<file path="config.mk">
export PLATFORM = sky130hd
export DESIGN_NAME = alu8_flagged
export DESIGN_NICKNAME = d
export VERILOG_FILES = /design/src/rtl/alu8_pkg.sv /design/src/rtl/alu8_addsub.sv /design/src/rtl/alu8_bitops.sv /design/src/rtl/alu8_flagreg.sv /design/src/rtl/alu8_flagged.sv
export SDC_FILE = /design/constraint.sdc
export NUM_CORES = 1
export LEC_CHECK = 0
export BUFFER_PORTS_ARGS = -buffer_cell sky130_fd_sc_hd__buf_2
export CAP_MARGIN = 20
export CORE_MARGIN = 4
export CORE_UTILIZATION = 50
export DETAILED_ROUTE_END_ITERATION = 6
export HOLD_SLACK_MARGIN = 0.03
export PLACE_DENSITY = 0.75
export SLEW_MARGIN = 40
export SYNTH_ARGS = -nofsm -noshare
export SYNTH_HDL_FRONTEND = slang
export SYNTH_SLANG_ARGS = --single-unit
</file>
<file path="constraint.sdc">
create_clock -name clk -period 3.8 [get_ports clk]
set_input_delay 0.19 -clock clk [delete_from_list [all_inputs] [get_ports clk]]
set_output_delay 0.19 -clock clk [all_outputs]
set_load 0.005 [all_outputs]
</file>
<file path="src/rtl/alu8_pkg.sv">
package alu8_pkg;

    localparam int DW    = 8;
    localparam int NFLAG = 4;
    localparam int OPW   = 4;

    localparam logic [OPW-1:0] OP_ADD  = 4'd0;
    localparam logic [OPW-1:0] OP_SUB  = 4'd1;
    localparam logic [OPW-1:0] OP_CMP  = 4'd2;
    localparam logic [OPW-1:0] OP_AND  = 4'd3;
    localparam logic [OPW-1:0] OP_OR   = 4'd4;
    localparam logic [OPW-1:0] OP_XOR  = 4'd5;
    localparam logic [OPW-1:0] OP_ROL  = 4'd6;
    localparam logic [OPW-1:0] OP_ROR  = 4'd7;
    localparam logic [OPW-1:0] OP_SETC = 4'd8;
    localparam logic [OPW-1:0] OP_CLRC = 4'd9;

    // bit 0 = z, bit 1 = c, bit 2 = n, bit 3 = v
    typedef struct packed {
        logic v;
        logic n;
        logic c;
        logic z;
    } flags_t;

    localparam flags_t MASK_NONE  = '{v: 1'b0, n: 1'b0, c: 1'b0, z: 1'b0};
    localparam flags_t MASK_ALL   = '{v: 1'b1, n: 1'b1, c: 1'b1, z: 1'b1};
    localparam flags_t MASK_Z     = '{v: 1'b0, n: 1'b0, c: 1'b0, z: 1'b1};
    localparam flags_t MASK_ZC    = '{v: 1'b0, n: 1'b0, c: 1'b1, z: 1'b1};
    localparam flags_t MASK_C     = '{v: 1'b0, n: 1'b0, c: 1'b1, z: 1'b0};

endpackage

</file>
<file path="src/rtl/alu8_addsub.sv">
module alu8_addsub #(
    parameter int W = 8
) (
    input  logic [W-1:0] a_i,
    input  logic [W-1:0] b_i,
    input  logic         cin_i,
    input  logic         sub_i,
    output logic [W-1:0] sum_o,
    output logic         cout_o,
    output logic         ovf_o
);
    localparam int MSB = W - 1;

    logic [W-1:0] b_eff;
    logic         c_eff;
    logic [W:0]   wide;

    always_comb begin
        // subtraction: a + ~b + (1 - borrow_in)
        b_eff  = sub_i ? ~b_i : b_i;
        c_eff  = sub_i ? ~cin_i : cin_i;
        wide   = {1'b0, a_i} + {1'b0, b_eff} + {{W{1'b0}}, c_eff};
        sum_o  = wide[W-1:0];
        cout_o = sub_i ? ~wide[W] : wide[W];
        ovf_o  = (a_i[MSB] == b_eff[MSB]) && (sum_o[MSB] != a_i[MSB]);
    end
endmodule

</file>
<file path="src/rtl/alu8_bitops.sv">
module alu8_bitops
    import alu8_pkg::*;
#(
    parameter int W = 8
) (
    input  logic [OPW-1:0] op_i,
    input  logic [W-1:0]   a_i,
    input  logic [W-1:0]   b_i,
    input  logic           cin_i,
    output logic [W-1:0]   res_o,
    output logic           cout_o
);
    always_comb begin
        res_o  = a_i;
        cout_o = cin_i;
        unique case (op_i)
            OP_AND: res_o = a_i & b_i;
            OP_OR:  res_o = a_i | b_i;
            OP_XOR: res_o = a_i ^ b_i;
            OP_ROL: begin
                res_o  = {a_i[W-2:0], cin_i};
                cout_o = a_i[W-1];
            end
            OP_ROR: begin
                res_o  = {cin_i, a_i[W-1:1]};
                cout_o = a_i[0];
            end
            default: ;
        endcase
    end
endmodule

</file>
<file path="src/rtl/alu8_flagreg.sv">
module alu8_flagreg
    import alu8_pkg::*;
(
    input  logic   clk,
    input  logic   rst_n,
    input  logic   en_i,
    input  flags_t mask_i,
    input  flags_t new_i,
    output flags_t flags_o
);
    logic [NFLAG-1:0] flag_d;
    logic [NFLAG-1:0] flag_q;
    logic [NFLAG-1:0] mask_v;
    logic [NFLAG-1:0] new_v;

    assign mask_v = mask_i;
    assign new_v  = new_i;

    for (genvar g = 0; g < NFLAG; g++) begin : g_bit
        always_comb begin
            flag_d[g] = (en_i && mask_v[g]) ? new_v[g] : flag_q[g];
        end
    end

    always_ff @(posedge clk or negedge rst_n) begin
        if (!rst_n) flag_q <= '0;
        else        flag_q <= flag_d;
    end

    assign flags_o = flag_q;
endmodule

</file>
<file path="src/rtl/alu8_flagged.sv">
module alu8_flagged
    import alu8_pkg::*;
(
    input  logic             clk,
    input  logic             rst_n,
    input  logic [OPW-1:0]   op_i,
    input  logic [DW-1:0]    opa_i,
    input  logic [DW-1:0]    opb_i,
    input  logic             flag_en_i,
    output logic [DW-1:0]    result_o,
    output logic             wb_o,
    output logic [NFLAG-1:0] upd_o,
    output logic             zf_o,
    output logic             cf_o,
    output logic             nf_o,
    output logic             vf_o
);
    typedef struct packed {
        logic [DW-1:0] res;
        logic          wb;
        flags_t        mask;
        flags_t        newf;
    } alu_out_t;

    flags_t        flags_q;
    alu_out_t      out_d;
    logic [DW-1:0] as_sum;
    logic          as_cout;
    logic          as_ovf;
    logic          is_sub;
    logic [DW-1:0] bo_res;
    logic          bo_cout;

    assign is_sub = (op_i == OP_SUB) || (op_i == OP_CMP);

    alu8_addsub #(.W(DW)) u_addsub (
        .a_i    (opa_i),
        .b_i    (opb_i),
        .cin_i  (flags_q.c),
        .sub_i  (is_sub),
        .sum_o  (as_sum),
        .cout_o (as_cout),
        .ovf_o  (as_ovf)
    );

    alu8_bitops #(.W(DW)) u_bitops (
        .op_i   (op_i),
        .a_i    (opa_i),
        .b_i    (opb_i),
        .cin_i  (flags_q.c),
        .res_o  (bo_res),
        .cout_o (bo_cout)
    );

    always_comb begin
        out_d      = '0;
        out_d.res  = opa_i;
        out_d.newf = flags_q;
        out_d.mask = MASK_NONE;
        out_d.wb   = 1'b0;
        unique case (op_i)
            OP_ADD, OP_SUB, OP_CMP: begin
                out_d.res    = as_sum;
                out_d.newf.c = as_cout;
                out_d.newf.v = as_ovf;
                out_d.mask   = MASK_ALL;
                out_d.wb     = (op_i != OP_CMP);
            end
            OP_AND, OP_OR, OP_XOR: begin
                out_d.res  = bo_res;
                out_d.mask = MASK_Z;
                out_d.wb   = 1'b1;
            end
            OP_ROL, OP_ROR: begin
                out_d.res    = bo_res;
                out_d.newf.c = bo_cout;
                out_d.mask   = MASK_ZC;
                out_d.wb     = 1'b1;
            end
            OP_SETC: begin
                out_d.newf.c = 1'b1;
                out_d.mask   = MASK_C;
            end
            OP_CLRC: begin
                out_d.newf.c = 1'b0;
                out_d.mask   = MASK_C;
            end
            default: ;
        endcase
        out_d.newf.z = (out_d.res == '0);
        out_d.newf.n = out_d.res[DW-1];
    end

    alu8_flagreg u_flags (
        .clk     (clk),
        .rst_n   (rst_n),
        .en_i    (flag_en_i),
        .mask_i  (out_d.mask),
        .new_i   (out_d.newf),
        .flags_o (flags_q)
    );

    assign result_o = out_d.res;
    assign wb_o     = out_d.wb;
    assign upd_o    = out_d.mask;
    assign zf_o     = flags_q.z;
    assign cf_o     = flags_q.c;
    assign nf_o     = flags_q.n;
    assign vf_o     = flags_q.v;
endmodule

</file>
==> results of run 1 <==
## report_power, final
group | leakage [nW] | switching [W] | internal, W
clock | 0.0138 | 0.0000181 | 0.0000354
combinational | 0.853 | 0.000158 | 0.000131
sequential | 0.0506 | 0.00000776 | 0.0000517
total | 0.917 | 0.000184 | 0.000218
## kinds of logic (layout without fill, tap and decap cells)
kind of cell / Yosys count / in the layout
adder cells (fa/ha/maj): 25 / 25
AND/OR/NAND/NOR: 52 / 52
flip-flops: 4 / 4
buffers and inverters: 49 / 76
XOR/XNOR: 12 / 12
AO/OA/AOI/OAI: 68 / 68
multiplexers: 12 / 12
## cell usage after synthesis, types with 2 or more instances
| cell type | count |
|---|---|
| fa_1 | 2 |
| nor2b_1 | 2 |
| mux2i_1 | 8 |
| or2_2 | 3 |
| o22ai_1 | 6 |
| xor2_1 | 2 |
| o41ai_1 | 2 |
| ha_1 | 23 |
| mux2_2 | 3 |
| a2111oi_0 | 2 |
| a21o_1 | 4 |
| nand2b_1 | 2 |
| buf_6 | 2 |
| dfrtp_1 | 4 |
| buf_4 | 13 |
| a211o_1 | 2 |
| a21boi_0 | 3 |
| and3_1 | 2 |
| a21oi_1 | 13 |
| xnor2_1 | 10 |
| nor3_1 | 2 |
| o21ai_0 | 13 |
| a211oi_1 | 6 |
| nor2_1 | 16 |
| a221oi_1 | 3 |
| buf_2 | 7 |
| clkinv_1 | 2 |
| nand2_1 | 13 |
| nand3_1 | 3 |
| inv_1 | 23 |
## metal layers
metal | wire [microns] | global-route usage (%)
met4 | 65 | 6.74
met2 | 2190 | 36.2
met1 | 2110 | 31.0
met5 | 0 | 0
met3 | 249 | 2.22
## stage by stage
stage                     setup WS [ns]  total power [W]  cells
after global placement            0.441         0.000340    289
after global routing              0.168         0.000443    293
after CTS                         0.379         0.000402    293
after floorplan                   0.308         0.000275    222
final                             0.321         0.000401    293
after detailed placement          0.301         0.000344    289
## critical path: stages
cell      delay, ns
buf_2          0.09
buf_4          0.27
nor2_1         0.08
nor2_1         0.26
buf_4          0.22
xnor2_1        0.16
ha_1           0.29
a211oi_1       0.30
nor2_1         0.16
o41ai_1        0.52
mux2i_1        0.17
a211oi_2       0.38
buf_2          0.18
## worst paths after layout
kind,end,slack [ns],cells past startpoint
min in group clk,u_flags.flags_o[0],0.29,4
setup / recovery,result_o[7],0.32,13
max in group asynchronous,u_flags.flags_o[1],3.39,2
hold / removal,u_flags.flags_o[0],0.29,2
hold reg to reg,u_flags.flags_o[3],0.48,2
setup reg to reg,u_flags.flags_o[0],0.77,10
## what timing repair did
action | in CTS | in global routing
endpoints found under the hold margin | 4 | 0
gates resized for setup | 0 | 0
hold buffers | 1 | 0
## cell type report
class,instances,area share [%]
multi-input cells,169,71.0
inverters,26,5.37
well taps,44,2.99
flip-flops and latches,4,5.44
clock buffers,3,1.22
repair buffers,47,14.0
## layout by cell type (no fill, tap or decap), types with 2 or more instances in the layout
cell type / count
a2111oi_0: 2
a211o_1: 2
a211oi_1: 6
a21boi_0: 3
a21o_1: 4
a21oi_1: 13
a221oi_1: 3
and3_1: 2
buf_2: 39
buf_4: 7
clkbuf_4: 3
clkinv_1: 2
dfrtp_1: 4
fa_1: 2
ha_1: 23
inv_1: 23
mux2_2: 3
mux2i_1: 8
nand2_1: 13
nand2b_1: 2
nand3_1: 3
nor2_1: 16
nor2b_1: 2
nor3_1: 2
o21ai_0: 13
o22ai_1: 6
o41ai_1: 2
or2_2: 3
xnor2_1: 10
xor2_1: 2
==> flow_summary.json, run 1 <==
{
  "core_sq_mm": 0.00313,
  "outcome": "complete, no violations",
  "multi_input_area_sq_mm": 0.00131,
  "grt_usage_pct": 22.3,
  "hp-class": "input port to async pin",
  "rsz0062_at_grt": "false",
  "worstSkewPairLatency_ns": 0.24,
  "place_hpwl_mm": 3.60,
  "finalCritPeriodShare_pct": 91.5,
  "die_x_microns": 65.7,
  "cp-end-kind": "output port",
  "power.density_mw_per_mm2": 218,
  "yosysWarningCount": 0,
  "path_class": "input port to output port",
  "syn_nets": 270,
  "drv_slew": 0,
  "finalCriticalPeriod_ns": 3.48,
  "finalHoldViolCount": 0,
  "cts_tree": "yes",
  "worstMarginPinSlew_ns": 0.596,
  "yosys.area.top_type_share_pct": 17.3,
  "synth_ff_type": "dfrtp_1",
  "async_flop_share_pct": 100,
  "synth_top_family_by_area": "compound AO/OA/AOI/OAI gates",
  "first_pass_iters": 4,
  "ant_nets": 0,
  "drive_above_1_share_pct": 24.5,
  "cts-root-buf": "clkbuf_4",
  "setup_viol": 0,
  "fin_hold_ws_ns": 0.289,
  "nets": 299,
  "max-slew-margin-rel_pct": 59.7,
  "worstSetupStartpointType": "input port",
  "placed_area_sq_mm": 0.00181,
  "crit_fanout": 26,
  "utilization_pct": 58.8,
  "clock.fmax_mhz": 287,
  "antenna_cells": 0,
  "row_count": 20,
  "viasPerCell": 5.79,
  "synth_compound_area_share_pct": 28.4,
  "ioPinCount": 40,
  "grt_max_degree": 30,
  "die_area_sq_mm": 0.00431,
  "clk_pin_slew_ns": 0.04,
  "setup_tns_ns": 0,
  "grt_pass1_vias": 1599,
  "post_cts.repair.setup_buffers": 0,
  "synth_mux_area_share_pct": 8.43,
  "peakVddDrop_uv": 202,
  "syn-instance-count": 222,
  "grt_pass1_wl_mm": 7.72,
  "start_util_pct": 53.2,
  "routed_wl_mm": 4.61,
  "yosys-top-cells-area": "ha_1, dfrtp_1, buf_4",
  "synthAdderAreaFrac_pct": 19.7,
  "skew_ns": 0.00313,
  "wl_per_cell_microns": 15.7,
  "ys_ff_latch": 4,
  "synthSimpleGateAreaFrac_pct": 15.7,
  "die_h_microns": 65.7,
  "cap_violations": 0,
  "vias": 1696,
  "drc": 0,
  "drt_iter0_markers": 142,
  "postLayoutCellArea_sq_mm": 0.00184,
  "cp.required_ns": 3.61,
  "syn_to_final_growth_pct": 10.6,
  "synth_cell_type_count": 56,
  "clock_path_buffers": 2,
  "io_buffers": 39,
  "antenna_found_initial": 0,
  "cp-startpoint": "op_i[1]",
  "fill_cells": 313,
  "syn_avg_cell_area_sq_um": 7.49,
  "cts-buffers-inserted": 3,
  "seq_area_sq_um": 100,
  "power_leakage_nw": 0.917,
  "yosys.area_share.xor_xnor_pct": 6.32,
  "reg2reg_from": "u_flags.flags_o[1]",
  "h-tree-depth": 1,
  "largest_reg_flops": 4,
  "gp_congestion": 0.968,
  "seq_area_frac_synth_pct": 6.02,
  "numClockSinks": 4,
  "synth_top_area_cell": "ha_1",
  "grt.overflow.total": 0,
  "worstPathArrival_ns": 3.29,
  "syn-cell-area_sq_mm": 0.00166,
  "synth_edf_count": 0
}
Note: power is estimated with default switching activity, not from simulation.
==> inputs of run 2 (changes only) <==
Settings changed: RECOVER_POWER set to 100.
==> run 2 against run 1 <==
Compared with the run above:
- combinational power is 2% lower
- die area stayed put
- critical path type unchanged
- worst hold slack worse by 0.0019 ns
- largest cell class unchanged
==> flow_summary.json, run 2 (synthesized netlist as in run 1, its figures left out) <==
{
  "worst_r2r_endpoint": "u_flags.flags_o[0]",
  "setup_tns_ns": 0,
  "drive_above_1_share_pct": 18.5,
  "die_area_sq_mm": 0.00431,
  "rsz0062_at_grt": "false",
  "finalCritPeriodShare_pct": 90.8,
  "h-tree-depth": 1,
  "crit_fanout": 26,
  "syn_to_final_growth_pct": 8.73,
  "drv_slew": 0,
  "viasPerCell": 5.76,
  "grt.overflow.total": 0,
  "grt_max_degree": 30,
  "reg2reg_from": "u_flags.flags_o[1]",
  "io_buffers": 39,
  "final_cells": 293,
  "critPathTopFamily": "compound AO/OA/AOI/OAI gates",
  "path_common_cell": "nor2_1",
  "clock_path_buffers": 2,
  "holdBufCountCts": 1,
  "max-slew-margin-rel_pct": 18.1,
  "power.density_mw_per_mm2": 219,
  "final_cell_mix": "buf_2, inv_1, ha_1, nor2_1",
  "cpPeakStageDelay_ns": 0.52,
  "grt_pass1_vias": 1599,
  "setup_viol": 0,
  "worstMarginPinSlew_ns": 1.23,
  "slowest_stage": "o41ai_1",
  "vias": 1689,
  "post_cts.repair.setup_buffers": 0,
  "ioPinCount": 40,
  "cts-buffers-inserted": 3,
  "skew_ns": 0.00382,
  "clk_pin_slew_ns": 0.04,
  "finalHoldViolCount": 0,
  "hold_path_end": "u_flags.flags_o[0]",
  "ant_nets": 0,
  "cts-root-buf": "clkbuf_4",
  "row_count": 20,
  "placed_cells": 289,
  "cp.required_ns": 3.61,
  "power_leakage_nw": 0.869,
  "worstSkewPairLatency_ns": 0.24,
  "final_common_cell": "buf_2",
  "drt_iter0_markers": 114,
  "place_hpwl_mm": 3.60,
  "antenna_found_initial": 0,
  "crit_path_cell_trace": "clkbuf_1, buf_4, nor2_1, nor2_1, buf_4, xnor2_1, ha_1, a211oi_1, nor2_1, o41ai_1, mux2i_1, a211oi_2, clkbuf_1",
  "peakVddDrop_uv": 199,
  "grt_usage_pct": 22.3,
  "finalCriticalPeriod_ns": 3.45,
  "die_x_microns": 65.7,
  "path_class": "input port to output port",
  "nets": 299,
  "hold_start": "flag_en_i",
  "numClockSinks": 4,
  "critical_path_buf_inv_count": 4,
  "ff2ff_setup_slack_ns": 0.65,
  "routed_wl_mm": 4.64,
  "drc": 0,
  "r2r_cells": 10,
  "gp_congestion": 0.968,
  "worstSetupStartpointType": "input port",
  "cap_violations": 0,
  "core_sq_mm": 0.00313,
  "start_util_pct": 53.2,
  "clock.fmax_mhz": 290,
  "outcome": "complete, no violations",
  "hp-class": "input port to register",
  "holdPathStages": 4,
  "cp-end-kind": "output port",
  "first_pass_iters": 4,
  "wl_per_cell_microns": 15.8,
  "die_h_microns": 65.7,
  "largest_reg_flops": 4,
  "worstPathArrival_ns": 3.26,
  "antenna_cells": 0,
  "cts_resized": 0,
  "grt_pass1_wl_mm": 7.72,
  "cts_tree": "yes"
}
run 2: worst max path at each step:
| stage | depth (start not counted) | end | from |
|---|---|---|---|
| after global routing | 14 | u_flags.flags_o[0] | op_i[1] |
| after floorplan | 16 | u_flags.flags_o[0] | op_i[0] |
| after detailed placement | 14 | u_flags.flags_o[0] | op_i[1] |
| final | 13 | result_o[7] | op_i[1] |
| after CTS | 13 | result_o[7] | op_i[1] |
| after global placement | 14 | u_flags.flags_o[0] | op_i[1] |
run 2: layout make-up:
type                    count  area, sq um
repair buffers             47          234
clock buffers               3         22.5
well taps                  44         55.1
flip-flops and latches      4          100
inverters                  26         98.8
multi-input cells         169         1300
fillers                   323         1320
run 2: worst register-to-register path, delay by kind of cell (launching register included):
family / cells / cell delay, ns
AOI/OAI and AO/OA: 4 / 1.02
adders and majority gates: 2 / 0.71
and+or+nand+nor: 2 / 0.57
DFF: 1 / 0.44
xor gates and xnor gates: 1 / 0.22
buffers and inverters: 1 / 0.07
run 2: where the power goes:
part / leakage (nW) / total [W] / internal [W] / switching (W)
sequential: 0.0506 / 0.0000598 / 0.0000517 / 0.00000812
clock: 0.0138 / 0.0000532 / 0.0000354 / 0.0000179
combinational: 0.805 / 0.000283 / 0.000125 / 0.000157
run 2: stage by stage:
stage / cell area [sq um] / worst slack, ns / util (%) / hold slack, ns / power, W
4_1_cts: 1840 / 0.379 / 58.8 / 0.286 / 0.000402
2_1_floorplan: 1660 / 0.308 / - / -0.106 / 0.000275
6_report: 1810 / 0.349 / 57.8 / 0.287 / 0.000396
3_5_place_dp: 1810 / 0.301 / 57.8 / 0.00273 / 0.000344
5_1_grt: 1810 / 0.135 / 57.8 / 0.324 / 0.000438
3_3_place_gp: 1810 / 0.441 / 57.8 / 0.00804 / 0.000340
run 2: per-layer routing:
metal / up-vias / global-route usage (%) / share of wire, % / wire (microns)
met2: 62 / 36.2 / 48 / 2210
met5: - / 0 / 0 / 0
met1: 779 / 31.0 / 46 / 2140
met4: 0 / 6.74 / 1.3 / 62
li1: 841 / - / - / -
met3: 7 / 2.22 / 4.9 / 229
